File: src/rtl/rtc_cal_pkg.sv
package rtc_cal_pkg;
  localparam int FIELD_W = 8;
  typedef logic [FIELD_W-1:0] bcd8_t;

  // advance a two-digit packed BCD value by one
  function automatic bcd8_t bcd_incr(input bcd8_t v);
    bcd8_t r;
    if (v[3:0] >= 4'd9) r = {v[7:4] + 4'd1, 4'd0};
    else                r = {v[7:4], v[3:0] + 4'd1};
    return r;
  endfunction
endpackage

File: src/rtl/rtc_bcd_step.sv
module rtc_bcd_step
  import rtc_cal_pkg::*;
#(
  parameter bcd8_t FIRST = 8'h00
) (
  input  bcd8_t cur,
  input  bcd8_t last,
  output bcd8_t nxt,
  output logic  wrap
);
  // a value at or beyond the limit wraps, so out-of-range loads recover
  always_comb begin
    wrap = (cur >= last);
    nxt  = wrap ? FIRST : bcd_incr(cur);
  end
endmodule

File: src/rtl/rtc_month_len.sv
module rtc_month_len
  import rtc_cal_pkg::*;
(
  input  bcd8_t mon,
  input  bcd8_t year,
  output bcd8_t last_day
);
  logic leap;

  // divisibility by four of a BCD pair: even tens need ones 0/4/8, odd tens need 2/6
  always_comb begin
    if (year[4] == 1'b0)
      leap = (year[3:0] == 4'd0) || (year[3:0] == 4'd4) || (year[3:0] == 4'd8);
    else
      leap = (year[3:0] == 4'd2) || (year[3:0] == 4'd6);
  end

  always_comb begin
    unique case (mon)
      8'h02:                      last_day = leap ? 8'h29 : 8'h28;
      8'h04, 8'h06, 8'h09, 8'h11: last_day = 8'h30;
      default:                    last_day = 8'h31;
    endcase
  end
endmodule

File: src/rtl/rtc_alarm_match.sv
module rtc_alarm_match
  import rtc_cal_pkg::*;
#(
  parameter int NFIELD = 6
) (
  input  bcd8_t live  [NFIELD],
  input  bcd8_t target[NFIELD],
  output logic  hit
);
  logic [NFIELD-1:0] eq;

  for (genvar i = 0; i < NFIELD; i++) begin : g_cmp
    assign eq[i] = (live[i] == target[i]);
  end

  assign hit = &eq;
endmodule

File: src/rtl/bcd_calendar_rtc.sv
module bcd_calendar_rtc
  import rtc_cal_pkg::*;
#(
  parameter int    WEEK_LEN  = 7,
  parameter bcd8_t SEC_LAST  = 8'h59,
  parameter bcd8_t MIN_LAST  = 8'h59,
  parameter bcd8_t HOUR_LAST = 8'h23,
  parameter bcd8_t MON_LAST  = 8'h12,
  parameter bcd8_t YEAR_LAST = 8'h99
) (
  input  logic       clk,
  input  logic       rst_n,
  input  logic       tick,
  input  logic       run,
  input  logic       load,
  input  logic [7:0] ld_sec,
  input  logic [7:0] ld_min,
  input  logic [7:0] ld_hour,
  input  logic [7:0] ld_day,
  input  logic [7:0] ld_mon,
  input  logic [7:0] ld_year,
  input  logic [7:0] ld_wday,
  input  logic [7:0] al_sec,
  input  logic [7:0] al_min,
  input  logic [7:0] al_hour,
  input  logic [7:0] al_day,
  input  logic [7:0] al_mon,
  input  logic [7:0] al_year,
  output logic [7:0] cur_sec,
  output logic [7:0] cur_min,
  output logic [7:0] cur_hour,
  output logic [7:0] cur_day,
  output logic [7:0] cur_mon,
  output logic [7:0] cur_year,
  output logic [7:0] cur_wday,
  output logic       alarm_hit,
  output logic       evt_sec,
  output logic       evt_min,
  output logic       evt_hour,
  output logic       evt_day
);
  localparam int    NALARM    = 6;
  localparam bcd8_t WDAY_LAST = bcd8_t'(WEEK_LEN - 1);

  // reset: asserted asynchronously, released through two flops
  logic rst_meta, rst_sync_n;
  always_ff @(posedge clk or negedge rst_n) begin
    if (!rst_n) begin
      rst_meta   <= 1'b0;
      rst_sync_n <= 1'b0;
    end else begin
      rst_meta   <= 1'b1;
      rst_sync_n <= rst_meta;
    end
  end

  // state
  bcd8_t sec_q, min_q, hour_q, day_q, mon_q, year_q, wday_q;
  logic  alm_q, es_q, em_q, eh_q, ed_q;

  // next state
  bcd8_t sec_d, min_d, hour_d, day_d, mon_d, year_d, wday_d;
  logic  alm_d, es_d, em_d, eh_d, ed_d;

  // step results
  bcd8_t s_nx, m_nx, h_nx, d_nx, mo_nx, y_nx, day_last;
  logic  s_w, m_w, h_w, d_w, mo_w, y_w;
  logic  adv, c_min, c_hour, c_day, c_mon, c_year, load_ok, match;

  rtc_bcd_step #(.FIRST(8'h00)) u_sec  (.cur(sec_q),  .last(SEC_LAST),  .nxt(s_nx),  .wrap(s_w));
  rtc_bcd_step #(.FIRST(8'h00)) u_min  (.cur(min_q),  .last(MIN_LAST),  .nxt(m_nx),  .wrap(m_w));
  rtc_bcd_step #(.FIRST(8'h00)) u_hour (.cur(hour_q), .last(HOUR_LAST), .nxt(h_nx),  .wrap(h_w));
  rtc_bcd_step #(.FIRST(8'h01)) u_day  (.cur(day_q),  .last(day_last),  .nxt(d_nx),  .wrap(d_w));
  rtc_bcd_step #(.FIRST(8'h01)) u_mon  (.cur(mon_q),  .last(MON_LAST),  .nxt(mo_nx), .wrap(mo_w));
  rtc_bcd_step #(.FIRST(8'h00)) u_year (.cur(year_q), .last(YEAR_LAST), .nxt(y_nx),  .wrap(y_w));

  rtc_month_len u_mlen (.mon(mon_q), .year(year_q), .last_day(day_last));

  // carry chain
  always_comb begin
    adv     = run & tick;
    load_ok = load & ~run;
    c_min   = adv & s_w;
    c_hour  = c_min & m_w;
    c_day   = c_hour & h_w;
    c_mon   = c_day & d_w;
    c_year  = c_mon & mo_w;
  end

  always_comb begin
    if (load_ok) begin
      sec_d  = ld_sec;
      min_d  = ld_min;
      hour_d = ld_hour;
      day_d  = ld_day;
      mon_d  = ld_mon;
      year_d = ld_year;
      wday_d = ld_wday;
    end else begin
      sec_d  = adv    ? s_nx  : sec_q;
      min_d  = c_min  ? m_nx  : min_q;
      hour_d = c_hour ? h_nx  : hour_q;
      day_d  = c_day  ? d_nx  : day_q;
      mon_d  = c_mon  ? mo_nx : mon_q;
      year_d = c_year ? y_nx  : year_q;
      if (c_day) wday_d = (wday_q >= WDAY_LAST) ? 8'h00 : wday_q + 8'h01;
      else       wday_d = wday_q;
    end
  end

  // alarm comparison against the time this tick produces
  bcd8_t live_v [NALARM];
  bcd8_t alrm_v [NALARM];
  always_comb begin
    live_v[0] = sec_d;  alrm_v[0] = al_sec;
    live_v[1] = min_d;  alrm_v[1] = al_min;
    live_v[2] = hour_d; alrm_v[2] = al_hour;
    live_v[3] = day_d;  alrm_v[3] = al_day;
    live_v[4] = mon_d;  alrm_v[4] = al_mon;
    live_v[5] = year_d; alrm_v[5] = al_year;
  end

  rtc_alarm_match #(.NFIELD(NALARM)) u_alm (.live(live_v), .target(alrm_v), .hit(match));

  always_comb begin
    es_d  = adv;
    em_d  = c_min;
    eh_d  = c_hour;
    ed_d  = c_day;
    alm_d = adv & match;
  end

  // registers
  always_ff @(posedge clk or negedge rst_sync_n) begin
    if (!rst_sync_n) begin
      sec_q  <= 8'h00;
      min_q  <= 8'h00;
      hour_q <= 8'h00;
      day_q  <= 8'h01;
      mon_q  <= 8'h01;
      year_q <= 8'h00;
      wday_q <= 8'h00;
      alm_q  <= 1'b0;
      es_q   <= 1'b0;
      em_q   <= 1'b0;
      eh_q   <= 1'b0;
      ed_q   <= 1'b0;
    end else begin
      sec_q  <= sec_d;
      min_q  <= min_d;
      hour_q <= hour_d;
      day_q  <= day_d;
      mon_q  <= mon_d;
      year_q <= year_d;
      wday_q <= wday_d;
      alm_q  <= alm_d;
      es_q   <= es_d;
      em_q   <= em_d;
      eh_q   <= eh_d;
      ed_q   <= ed_d;
    end
  end

  assign cur_sec   = sec_q;
  assign cur_min   = min_q;
  assign cur_hour  = hour_q;
  assign cur_day   = day_q;
  assign cur_mon   = mon_q;
  assign cur_year  = year_q;
  assign cur_wday  = wday_q;
  assign alarm_hit = alm_q;
  assign evt_sec   = es_q;
  assign evt_min   = em_q;
  assign evt_hour  = eh_q;
  assign evt_day   = ed_q;

  // checks
  AST_FROZEN_WHEN_STOPPED: assert property (@(posedge clk) disable iff (!rst_sync_n)
    (!run && !load) |=> ($stable(cur_sec) && $stable(cur_min) && $stable(cur_hour) &&
                         $stable(cur_day) && $stable(cur_mon) && $stable(cur_year)));

  AST_SEC_EVT_NEEDS_TICK: assert property (@(posedge clk) disable iff (!rst_sync_n)
    evt_sec |-> $past(run && tick));

  AST_EVT_NESTING: assert property (@(posedge clk) disable iff (!rst_sync_n)
    (evt_min |-> evt_sec) and (evt_hour |-> evt_min) and (evt_day |-> evt_hour));

  AST_DAY_EVT_MIDNIGHT: assert property (@(posedge clk) disable iff (!rst_sync_n)
    evt_day |-> (cur_hour == 8'h00 && cur_min == 8'h00 && cur_sec == 8'h00));

  AST_ALARM_FIELDS_EQUAL: assert property (@(posedge clk) disable iff (!rst_sync_n)
    alarm_hit |-> (cur_sec == $past(al_sec) && cur_min == $past(al_min) &&
                   cur_hour == $past(al_hour) && cur_day == $past(al_day) &&
                   cur_mon == $past(al_mon) && cur_year == $past(al_year)));

  AST_LOAD_ONE_CYCLE: assert property (@(posedge clk) disable iff (!rst_sync_n)
    (load && !run) |=> (cur_sec == $past(ld_sec) && cur_wday == $past(ld_wday)));
endmodule

File: config.mk
export PLATFORM = sky130hd
export DESIGN_NAME = bcd_calendar_rtc
export DESIGN_NICKNAME = d
export VERILOG_FILES = /design/src/rtl/rtc_cal_pkg.sv /design/src/rtl/rtc_bcd_step.sv /design/src/rtl/rtc_month_len.sv /design/src/rtl/rtc_alarm_match.sv /design/src/rtl/bcd_calendar_rtc.sv
export SDC_FILE = /design/constraint.sdc
export NUM_CORES = 1
export LEC_CHECK = 0
export BUFFER_PORTS_ARGS = -buffer_cell sky130_fd_sc_hd__buf_4
export CAP_MARGIN = 20
export CORE_MARGIN = 5
export CORE_UTILIZATION = 45
export DETAILED_ROUTE_END_ITERATION = 8
export PLACE_DENSITY = 0.7
export SYNTH_ARGS = -nofsm -noshare
export SYNTH_HDL_FRONTEND = slang
export SYNTH_SLANG_ARGS = --single-unit
File: constraint.sdc
create_clock -name clk -period 3.85 [get_ports clk]
set_input_delay 0.5775 -clock clk [delete_from_list [all_inputs] [get_ports clk]]
set_output_delay 0.5775 -clock clk [all_outputs]
set_load 0.01 [all_outputs]
==> results of run 1 <==
[routing by layer]
metal  vias up  track usage
met1      2944        0.371
met2       292        0.449
li1       2790            -
met4         0       0.0943
met3        45       0.0688
met5         -            0
[cells by family after synthesis]
logic type      count (synthesis)  synth area share
compound gates                192             0.254
xor+xnor                       30            0.0496
fa+ha+maj                      39            0.0922
buf+inv                        58            0.0475
flops                          63             0.298
mux                            11            0.0224
other cells                     1          0.000708
simple gates                  230             0.235
[per-stage QoR]
stage,total power [mW],instances,worst slack [ps],util,hold WS (ps)
4_1_cts,3.16,988,13.5,0.651,356
5_1_grt,3.44,995,-291,0.675,368
2_1_floorplan,1.64,624,17.9,-,282
3_3_place_gp,2.23,965,-250,0.615,344
3_5_place_dp,2.26,965,-342,0.615,340
6_report,3.28,995,-92.5,0.675,353
[worst paths after layout]
check / to / slack [ps] / startpoint / depth (start not counted)
max: alarm_hit$_DFF_PN0_ / -90 / cur_mon[0]$_DFF_PN1_ / 17
min: rst_sync_n$_DFF_PN0_ / 350 / rst_meta$_DFF_PN0_ / 0
max reg2reg: alarm_hit$_DFF_PN0_ / -90 / cur_mon[0]$_DFF_PN1_ / 17
min reg2reg: rst_sync_n$_DFF_PN0_ / 350 / rst_meta$_DFF_PN0_ / 0
max in group asynchronous: cur_hour[7]$_DFF_PN0_ / 2480 / rst_sync_n$_DFF_PN0_ / 1
min in group asynchronous: cur_sec[2]$_DFF_PN0_ / 420 / rst_sync_n$_DFF_PN0_ / 0
[cell type report]
| class | count | area [um2] |
|---|---|---|
| tap | 143 | 179 |
| fill | 966 | 3730 |
| inverter | 31 | 119 |
| multi-input combinational | 503 | 3740 |
| clock inverter | 4 | 45.0 |
| timing repair buffer | 239 | 1820 |
| clock buffer | 12 | 256 |
| sequential | 63 | 1580 |
[power by group through the flow]
stage / clock, mW / sequential [mW] / combinational (mW)
floorplan: 0 / 0.972 / 0.666
detailed placement: 0 / 0.964 / 1.30
global route: 0.886 / 0.980 / 1.58
finish: 0.855 / 0.962 / 1.46
CTS: 0.859 / 0.954 / 1.35
global placement: 0 / 0.958 / 1.28
[cell usage in the layout (no fill, tap or decap), types with 7 or more instances in the layout]
| cell | n |
|---|---|
| nor2_1 | 28 |
| o31ai_1 | 9 |
| and3_1 | 8 |
| o211ai_1 | 7 |
| inv_1 | 28 |
| xor2_1 | 18 |
| ha_1 | 35 |
| o21ai_0 | 39 |
| mux2i_1 | 7 |
| and2_1 | 8 |
| o21ai_1 | 7 |
| nand2_1 | 70 |
| dfrtp_1 | 60 |
| nand3_1 | 18 |
| a31oi_1 | 9 |
| or3_1 | 10 |
| nor3_1 | 12 |
| a21oi_1 | 26 |
| buf_4 | 234 |
| clkbuf_16 | 9 |
| nand4_1 | 14 |
| xnor2_1 | 12 |
[critical path, cell delays in order, from the launching register on]
cell and delay, ps:
dfstp_2 600, inv_4 70, ha_4 160, o211ai_1 160
a21oi_1 100, o21ai_1 200, mux2_4 190, ha_4 200
nor4b_4 290, o22a_4 230, nand2_4 80, buf_12 170
nor3_4 150, a21oi_2 60, a22o_1 220, o31a_1 230
or4_4 500, nor4b_4 220
[repair_timing]
item                                    in CTS  in global routing
endpoints found under the setup margin       1                  1
setup buffers                                6                  7
pin swaps                                   11                 33
hold buffers                                 1                  0
gates resized for setup                     21                 41
hold endpoints to repair                     2                  0
[flip-flops by register name, indices dropped and copies added (netlist names), 8 cells and up]
signal	count
cur_day	8
cur_hour	8
cur_min	8
cur_mon	8
cur_sec	8
cur_wday	8
cur_year	8
[synthesized netlist by cell type (all sizes together) (6+ instances only)]
cell type | count | share of area
nand4 | 15 | 0.021
nand3 | 19 | 0.018
nor2 | 31 | 0.025
inv | 30 | 0.021
a31oi | 12 | 0.014
ha | 39 | 0.092
or3b | 6 | 0.010
o21ai | 50 | 0.048
clkbuf | 17 | 0.012
mux2i | 7 | 0.013
o31ai | 10 | 0.014
a21o | 7 | 0.010
nor2b | 7 | 0.0083
nor4 | 7 | 0.0095
or3 | 10 | 0.012
o2111ai | 6 | 0.0099
dfrtp | 61 | 0.29
a21oi | 30 | 0.030
buf | 10 | 0.013
nand2 | 72 | 0.052
xnor2 | 12 | 0.020
and3 | 8 | 0.0095
o211ai | 7 | 0.0099
xor2 | 18 | 0.030
nor3 | 15 | 0.014
and2 | 9 | 0.011
a211oi | 6 | 0.0095
==> run summary, run 1 <==
Register area share after synthesis: 0.298
Fin area: 7740 um2
Worst-Margin Slew: 955 ps
Endpoints failing setup: 1
Sequential power share: 0.294
Routed WL: 20800 um
Worst-skew pair later-pin latency: 350 ps
Final ANT Viol Nets: 0
Critical Path AT: 4190 ps
Area growth, synth to finish: 46.1%
Max FO, Critical Path: 5
Clock-pin slew on the worst setup and hold paths: 60 ps
Status: finished, violations left
Synth Register Bits: 63
Residual DRC: 0
Clk network pwr share: 0.261
Hold/Removal Path Class: reg2reg
Worst Skew: 8.17 ps
Switch Pwr: 1.28 mW
Peak supply drop: 0.251 mV
Max-Slew Margin vs Limit: 0.364
Pin count of the biggest net entering global routing: 37
CTS tree: built
Setup WS post-layout: -92.5 ps
Syn Nets: 772
First-pass GRT wire length: 31900 um
Metal3 WL: 1750 um
IO Count: 170
Leakage Power: 3.57 nW
Max Cap Viol: 0
Placed Area: 7050 um2
Initial core utilization: 0.462
DIE WIDTH: 118 um
Synth async-reset ratio: 1.00
Slew Limit Fails: 0
Ys flop type: dfrtp_1
Switch share: 0.390
RSZ-0062 raised after global routing: yes
Overall routing resource usage: 0.280
Clock Path Buffers: 2
Synth unique cells: 87
Final Hold Viols: 0
Routed len/inst: 20.9 um
WP data required: 4100 ps
Fin crit period: 3940 ps
1st-pass router iterations: 7
Wire length on met1: 8610 um
Port buffer count: 169
Post-Syn Area: 5300 um2
Via density: 6.10
Worst Setup End Kind: flop
Die area: 14000 um2
Via count: 6071
Root buf cell: clkbuf_16
Drt first-iter violations: 608
Die H: 118 um
Highest clock rate: 254 MHz
Total negative setup slack: -92.5 ps
Clock sinks: 63
Failing checks: setup timing
Crit path kind: reg2reg
PD cells: 424 nW/um2
Routed wl met2: 9860 um
Gate power share: 0.446
DP Wirelength: 15800 um
Mapped Avg Cell Area: 8.49 um2
Htree depth: 3
Num CTS Buffers: 9
Initial antenna violation count: 0
Tcrit/Tclk final: 1.02
Max layer used: met4
Int Pwr: 2.00 mW
Startpoint types: flop
Routability cong.: 0.927
FP Rows: 39
Gr ovfl total: 0
Core ar.: 11500 um2
Share of cells above drive strength 1: 0.377
Nets: 995
Post-synth EDFFs: 0
ANT cells: 0
Post-Syn Instances: 624
Vias in the first global route: 6004
Synthesis Warnings: 0
Note: power is estimated with default switching activity, not from simulation.
==> run 2, diff against run 1 <==
CORE_UTILIZATION = 25   (was 45)
PLACE_DENSITY = 0.43   (was 0.7)
==> run 2 against run 1 <==
  * The flow still finishes with violations (setup timing)
  * Register-to-register slack better by 20 ps
  * Clock skew about the same
  * Clock power down 2%
  * Cell count up 13%
  * Worst hold slack got worse by 110 ps
  * Non-clock buffer count up 1
  * Wire length is 11% higher
  * Maximum frequency rose by 0.52%
  * Critical path depth shrank 2
  * Cell area is 1.5% higher
  * Clock-buffer cell count is 2 lower
  * Critical path type unchanged
  * Largest cell class unchanged
  * Largest power group unchanged
==> run summary, run 2 (synthesis gave the netlist of run 1 again) <==
Status: finished, violations left
Failing checks: setup timing
First-pass GRT wire length: 35200 um (+10%)
Drt first-iter violations: 353 (-42%)
Final total power: 3.24 mW (-1.2%)
Filler cells: 2229 (+130%)
DP Wirelength: 18300 um (+16%)
Gr ovfl total: 0 (unchanged)
CTS tree: built
Critical Path AT: 4160 ps (-30 ps)
Pre-CTS setup slack: -356 ps (-13.4 ps)
Endpoints failing setup: 1 (unchanged)
Clock sinks: 63 (unchanged)
Max FO, Critical Path: 6 (+1)
1st-pass router iterations: 5 (-2)
Peak supply drop: 0.212 mV (-15%)
Vias in the first global route: 6188 (+3.1%)
Clock-pin slew on the worst setup and hold paths: 60 ps (about the same)
DIE WIDTH: 156 um (+31%)
Leakage Power: 3.55 nW (-0.41%)
Residual DRC: 0 (unchanged)
Via density: 5.22 (-14%)
Overall routing resource usage: 0.186 (-0.0934)
Worst Setup End Kind: flop
Max-Slew Margin vs Limit: 0.606 (+0.242)
Most frequent cells in the layout: buf_4, nand2_1, dfrtp_1
Via count: 5887 (-3.0%)
Crit path kind: reg2reg
Root buf cell: clkbuf_16
Tcrit/Tclk final: 1.02 (-0.00532)
Setup WS post-layout: -72.0 ps (+20.5 ps)
Fin util: 0.375 (-0.300)
Routed len/inst: 20.4 um (-2.1%)
PD cells: 412 nW/um2 (-2.6%)
Area growth, synth to finish: 48.3%
Routability cong.: 0.914 (-1.3%)
Worst-Margin Slew: 586 ps (-369 ps)
Highest clock rate: 255 MHz (+0.52%)
Clock Path Buffers: 2 (unchanged)
Num CTS Buffers: 9 (unchanged)
Max Cap Viol: 0 (unchanged)
Htree depth: 3 (unchanged)
Die area: 24200 um2 (+72%)
IO Count: 170 (unchanged)
Core ar.: 21000 um2 (+83%)
Final ANT Viol Nets: 0 (unchanged)
Fin crit period: 3920 ps (-20.5 ps)
Die H: 156 um (+31%)
Worst-skew pair later-pin latency: 340 ps (about the same)
Most common cell after layout, fill and taps aside: buf_4
WHS: 238 ps (-115 ps)
Worst Skew: 8.61 ps (+0.443 ps)
FP Rows: 53 (+36%)
RSZ-0062 raised after global routing: yes
ANT cells: 0 (unchanged)
Initial core utilization: 0.253 (-0.209)
Slew Limit Fails: 0 (unchanged)
Pin count of the biggest net entering global routing: 45 (+22%)
Hold/Removal Path Class: reg2async
Routed WL: 23000 um (+11%)
Port buffer count: 169 (unchanged)
Final Hold Viols: 0 (unchanged)
WP data required: 4090 ps (about the same)
Nets: 996 (+0.10%)
Startpoint types: flop
Initial antenna violation count: 0 (unchanged)
Share of cells above drive strength 1: 0.374 (-0.00279)
[run 2: layer usage]
| metal | vias up | global-route usage | routed length [um] |
|---|---|---|---|
| met5 | - | 0 | 0 |
| met4 | 0 | 0.0609 | 503 |
| met3 | 27 | 0.0374 | 1440 |
| met2 | 194 | 0.307 | 11100 |
| met1 | 2877 | 0.245 | 10000 |
| li1 | 2789 | - | - |
[run 2: cell type report]
type	count	area (um2)	share of cell area
repair buffers	240	1850	0.235
clock inverters	6	60.1	0.00765
flip-flops and latches	63	1580	0.201
clock buffers	10	239	0.0304
multi-input cells	503	3670	0.467
inverters	31	116	0.0148
well taps	275	344	0.0438
[run 2: critical path: stages (launching register included)]
cell and delay (ps):
dfstp_2 550, ha_1 190, nand3b_1 110, a21oi_2 160
o21ai_2 70, mux2_4 280, ha_4 260, nor4b_2 40
o22a_2 310, a21oi_4 270, nand2_4 120, o21ai_2 200
o211ai_1 110, o31a_1 320, or4_4 550, nor4b_4 280
[run 2: timing repair]
item / in CTS / in global routing
resized for setup: 29 / 19
hold endpoints to repair: 2 / 0
cloned: 0 / 0
hold buffers: 1 / 0
buffers inserted: 4 / 1
endpoints found under the setup margin: 1 / 1
pin swaps: 14 / 8
[run 2: path summary, 6_finish.rpt]
kind	endpoint	cells past startpoint	slack (ps)	start
setup / recovery	alarm_hit$_DFF_PN0_	15	-70	cur_mon[0]$_DFF_PN1_
hold / removal	cur_sec[2]$_DFF_PN0_	0	240	rst_sync_n$_DFF_PN0_
setup reg to reg	alarm_hit$_DFF_PN0_	15	-70	cur_mon[0]$_DFF_PN1_
hold reg to reg	cur_sec[2]$_DFF_PN0_	0	240	rst_sync_n$_DFF_PN0_
max in group asynchronous	alarm_hit$_DFF_PN0_	2	2720	rst_sync_n$_DFF_PN0_
min in group clk	rst_sync_n$_DFF_PN0_	0	350	rst_meta$_DFF_PN0_
[run 2: power by group]
group          internal, mW  leakage [nW]  switching [mW]  total [mW]
Clock                 0.515         0.144           0.325       0.841
Combinational         0.676          2.64           0.770        1.45
Sequential            0.774         0.763           0.177       0.952
Total                  1.97          3.55            1.27        3.24
[run 2: metrics by stage]
step                TNS, ps  area, um2  instances
floorplan                 0       5310        624
global placement       -234       7300       1105
detailed placement     -356       7300       1105
CTS                   -33.8       7740       1126
global route           -237       7850       1128
finish                -72.0       7850       1128
==> run 3, diff against run 2 <==
--- a/constraint.sdc
+++ b/constraint.sdc
@@ -3,2 +3,2 @@
 set_output_delay 0.5775 -clock clk [all_outputs]
-set_load 0.01 [all_outputs]
+set_load 0.1 [all_outputs]
==> run 3 against run 2 <==
  * The run still ends with setup timing left
  * Cell area down 1.6%
  * Clock-buffer cell count up 3
  * Clock skew down 2.3 ps
  * Critical path type unchanged
  * Highest routed layer is now met5
==> run summary, run 3 (synthesis gave the netlist of run 1 again) <==
Status: finished, violations left
Failing checks: setup timing
Worst Setup End Kind: flop
Vias in the first global route: 5936 (-4.1%)
FP Rows: 53 (unchanged)
Die H: 156 um (unchanged)
Max Cap Viol: 0 (unchanged)
Max layer used: met5
IO Count: 170 (unchanged)
Most common cell after layout, fill and taps aside: buf_4
CTS tree: built
Gr ovfl total: 0 (unchanged)
Crit-path max cell delay: 640 ps (+90 ps)
Initial antenna violation count: 1 (+1)
Num CTS Buffers: 9 (unchanged)
Max-Slew Margin vs Limit: 0.566 (-0.0399)
CP Buf/Inv Count: 1 (+1)
CP most frequent cell: ha_4
Placed Cells: 1081 (-2.2%)
Final ANT Viol Nets: 0 (unchanged)
Critical Path AT: 4220 ps (+60 ps)
Worst-skew pair later-pin latency: 340 ps (about the same)
Root buf cell: clkbuf_16
Final total power: 4.06 mW (+25%)
Peak supply drop: 0.216 mV (+1.7%)
Clock-pin slew on the worst setup and hold paths: 60 ps (about the same)
ANT cells: 0 (unchanged)
DIE WIDTH: 156 um (unchanged)
Startpoint types: flop
Residual DRC: 0 (unchanged)
Clock Path Buffers: 2 (unchanged)
Crit path kind: reg2reg
RSZ-0062 raised after global routing: yes
Drt first-iter violations: 338 (-4.2%)
Core ar.: 21000 um2 (unchanged)
Pin count of the biggest net entering global routing: 77 (+71%)
DP Wirelength: 18000 um (-2.0%)
Die area: 24200 um2 (unchanged)
Fin crit period: 3970 ps (+49.0 ps)
Crit-path cells: ha_4, nand3b_1, a21oi_2, o21ai_2, mux2_4, ha_4, nor4b_4, o22a_2, buf_4, a21oi_4, o2111ai_4, o21ai_1, mux2i_1, o31a_1, or4_4, nor4b_2
Non-Filler Instances: 1109 (-1.7%)
Most frequent cells in the layout: buf_4, nand2_1, dfrtp_1
Crit path from: cur_mon[0]$_DFF_PN1_
Htree depth: 3 (unchanged)
Wire length on met1: 10000 um (about the same)
Routability cong.: 0.857 (-6.3%)
Routed WL: 22900 um (-0.56%)
Setup WS post-layout: -121 ps (-49.0 ps)
Max FO, Critical Path: 6 (unchanged)
Switch share: 0.498 (+0.105)
PD cells: 525 nW/um2 (+27%)
Routed len/inst: 20.7 um (+1.1%)
Via density: 5.17 (-1.0%)
CP max stage cell: dfstp_4
Area growth, synth to finish: 45.9%
Critical path's top delay family: compound AO/OA/AOI/OAI gates
Share of cells above drive strength 1: 0.362 (-0.0119)
Final Hold Viols: 0 (unchanged)
WP data required: 4100 ps (about the same)
Worst reg2reg path startpoint: cur_mon[0]$_DFF_PN1_
First-pass GRT wire length: 35000 um (-0.51%)
Sequential power share: 0.239 (-0.055)
Nets: 977 (-1.9%)
Highest clock rate: 252 MHz (-1.2%)
Slew Limit Fails: 0 (unchanged)
Initial core utilization: 0.253 (unchanged)
Metal3 WL: 1450 um (+0.91%)
Tcrit/Tclk final: 1.03 (+0.0127)
Hold/Removal Path Class: reg2async
Endpoints failing setup: 1 (unchanged)
Int Pwr: 2.04 mW (+3.7%)
Via count: 5729 (-2.7%)
Filler cells: 2250 (+0.94%)
Routed wl met2: 11000 um (-0.57%)
Port buffer count: 169 (unchanged)
Clock sinks: 63 (unchanged)
Worst-Margin Slew: 649 ps (+62.8 ps)
Worst Skew: 6.32 ps (-2.29 ps)
1st-pass router iterations: 6 (+1)
Leakage Power: 3.44 nW (-3.2%)
Switch Pwr: 2.02 mW (+59%)
Clk network pwr share: 0.228 (-0.032)
Gate power share: 0.533 (+0.087)
Overall routing resource usage: 0.186 (about the same)
## run 3: cell types whose count changed in the layout (fill, tap and decap cells not counted), sizes merged
cell      previous run  this run
clkbuf              10        13
buf                239       220
bufinv               1         2
clkinv               4         2
clkinvlp             2         0
## run 3: per-layer routing
layer  track usage  vias up
met2         0.305      205
li1              -     2756
met5             0        -
met4        0.0509        2
met3        0.0386       24
met1         0.251     2742
## run 3: what timing repair did
| item | CTS | global route |
|---|---|---|
| hold buffers | 1 | 0 |
| buffers inserted | 9 | 1 |
| resized for setup | 9 | 6 |
| pin swaps | 18 | 9 |
| gates cloned | 0 | 0 |
| hold endpoints to repair | 2 | 0 |
| setup endpoints to repair | 1 | 1 |
## run 3: cell type report
cell class	count	area [um2]	area share
Clock buffer	13	260	0.0337
Clock inverter	3	65.1	0.00842
Inverter	31	119	0.0154
Multi-Input combinational cell	503	3650	0.473
Sequential cell	63	1600	0.206
Tap cell	275	344	0.0445
Timing Repair Buffer	221	1690	0.219
## run 3: worst paths after layout
kind | endpoint | slack [ps] | cells after the start
worst min-delay path | cur_year[4]$_DFF_PN0_ | 110 | 0
worst max-delay path | alarm_hit$_DFF_PN0_ | -120 | 16
worst max register to register | alarm_hit$_DFF_PN0_ | -120 | 16
worst min register to register | cur_year[4]$_DFF_PN0_ | 110 | 0
min in group clk | rst_sync_n$_DFF_PN0_ | 360 | 0
max in group asynchronous | cur_hour[4]$_DFF_PN0_ | 2910 | 2
## run 3: power groups by stage
stage | clock network, mW | registers [mW] | logic [mW]
final | 0.924 | 0.970 | 2.16
after global routing | 0.987 | 0.990 | 2.29
after CTS | 0.952 | 0.977 | 2.14
after detailed placement | 0 | 0.984 | 2.10
after global placement | 0 | 0.985 | 2.09
after floorplan | 0 | 1.72 | 0.700
## run 3: per-stage QoR
step	utilization	area [um2]	setup slack, ps	hold WS [ps]	TNS (ps)
global route	0.369	7730	-345	128	-345
floorplan	-	5430	-100	282	-100
global placement	0.345	7220	-96.8	336	-96.8
finish	0.369	7730	-121	112	-121
CTS	0.366	7670	-125	357	-125
detailed placement	0.345	7220	-185	343	-185
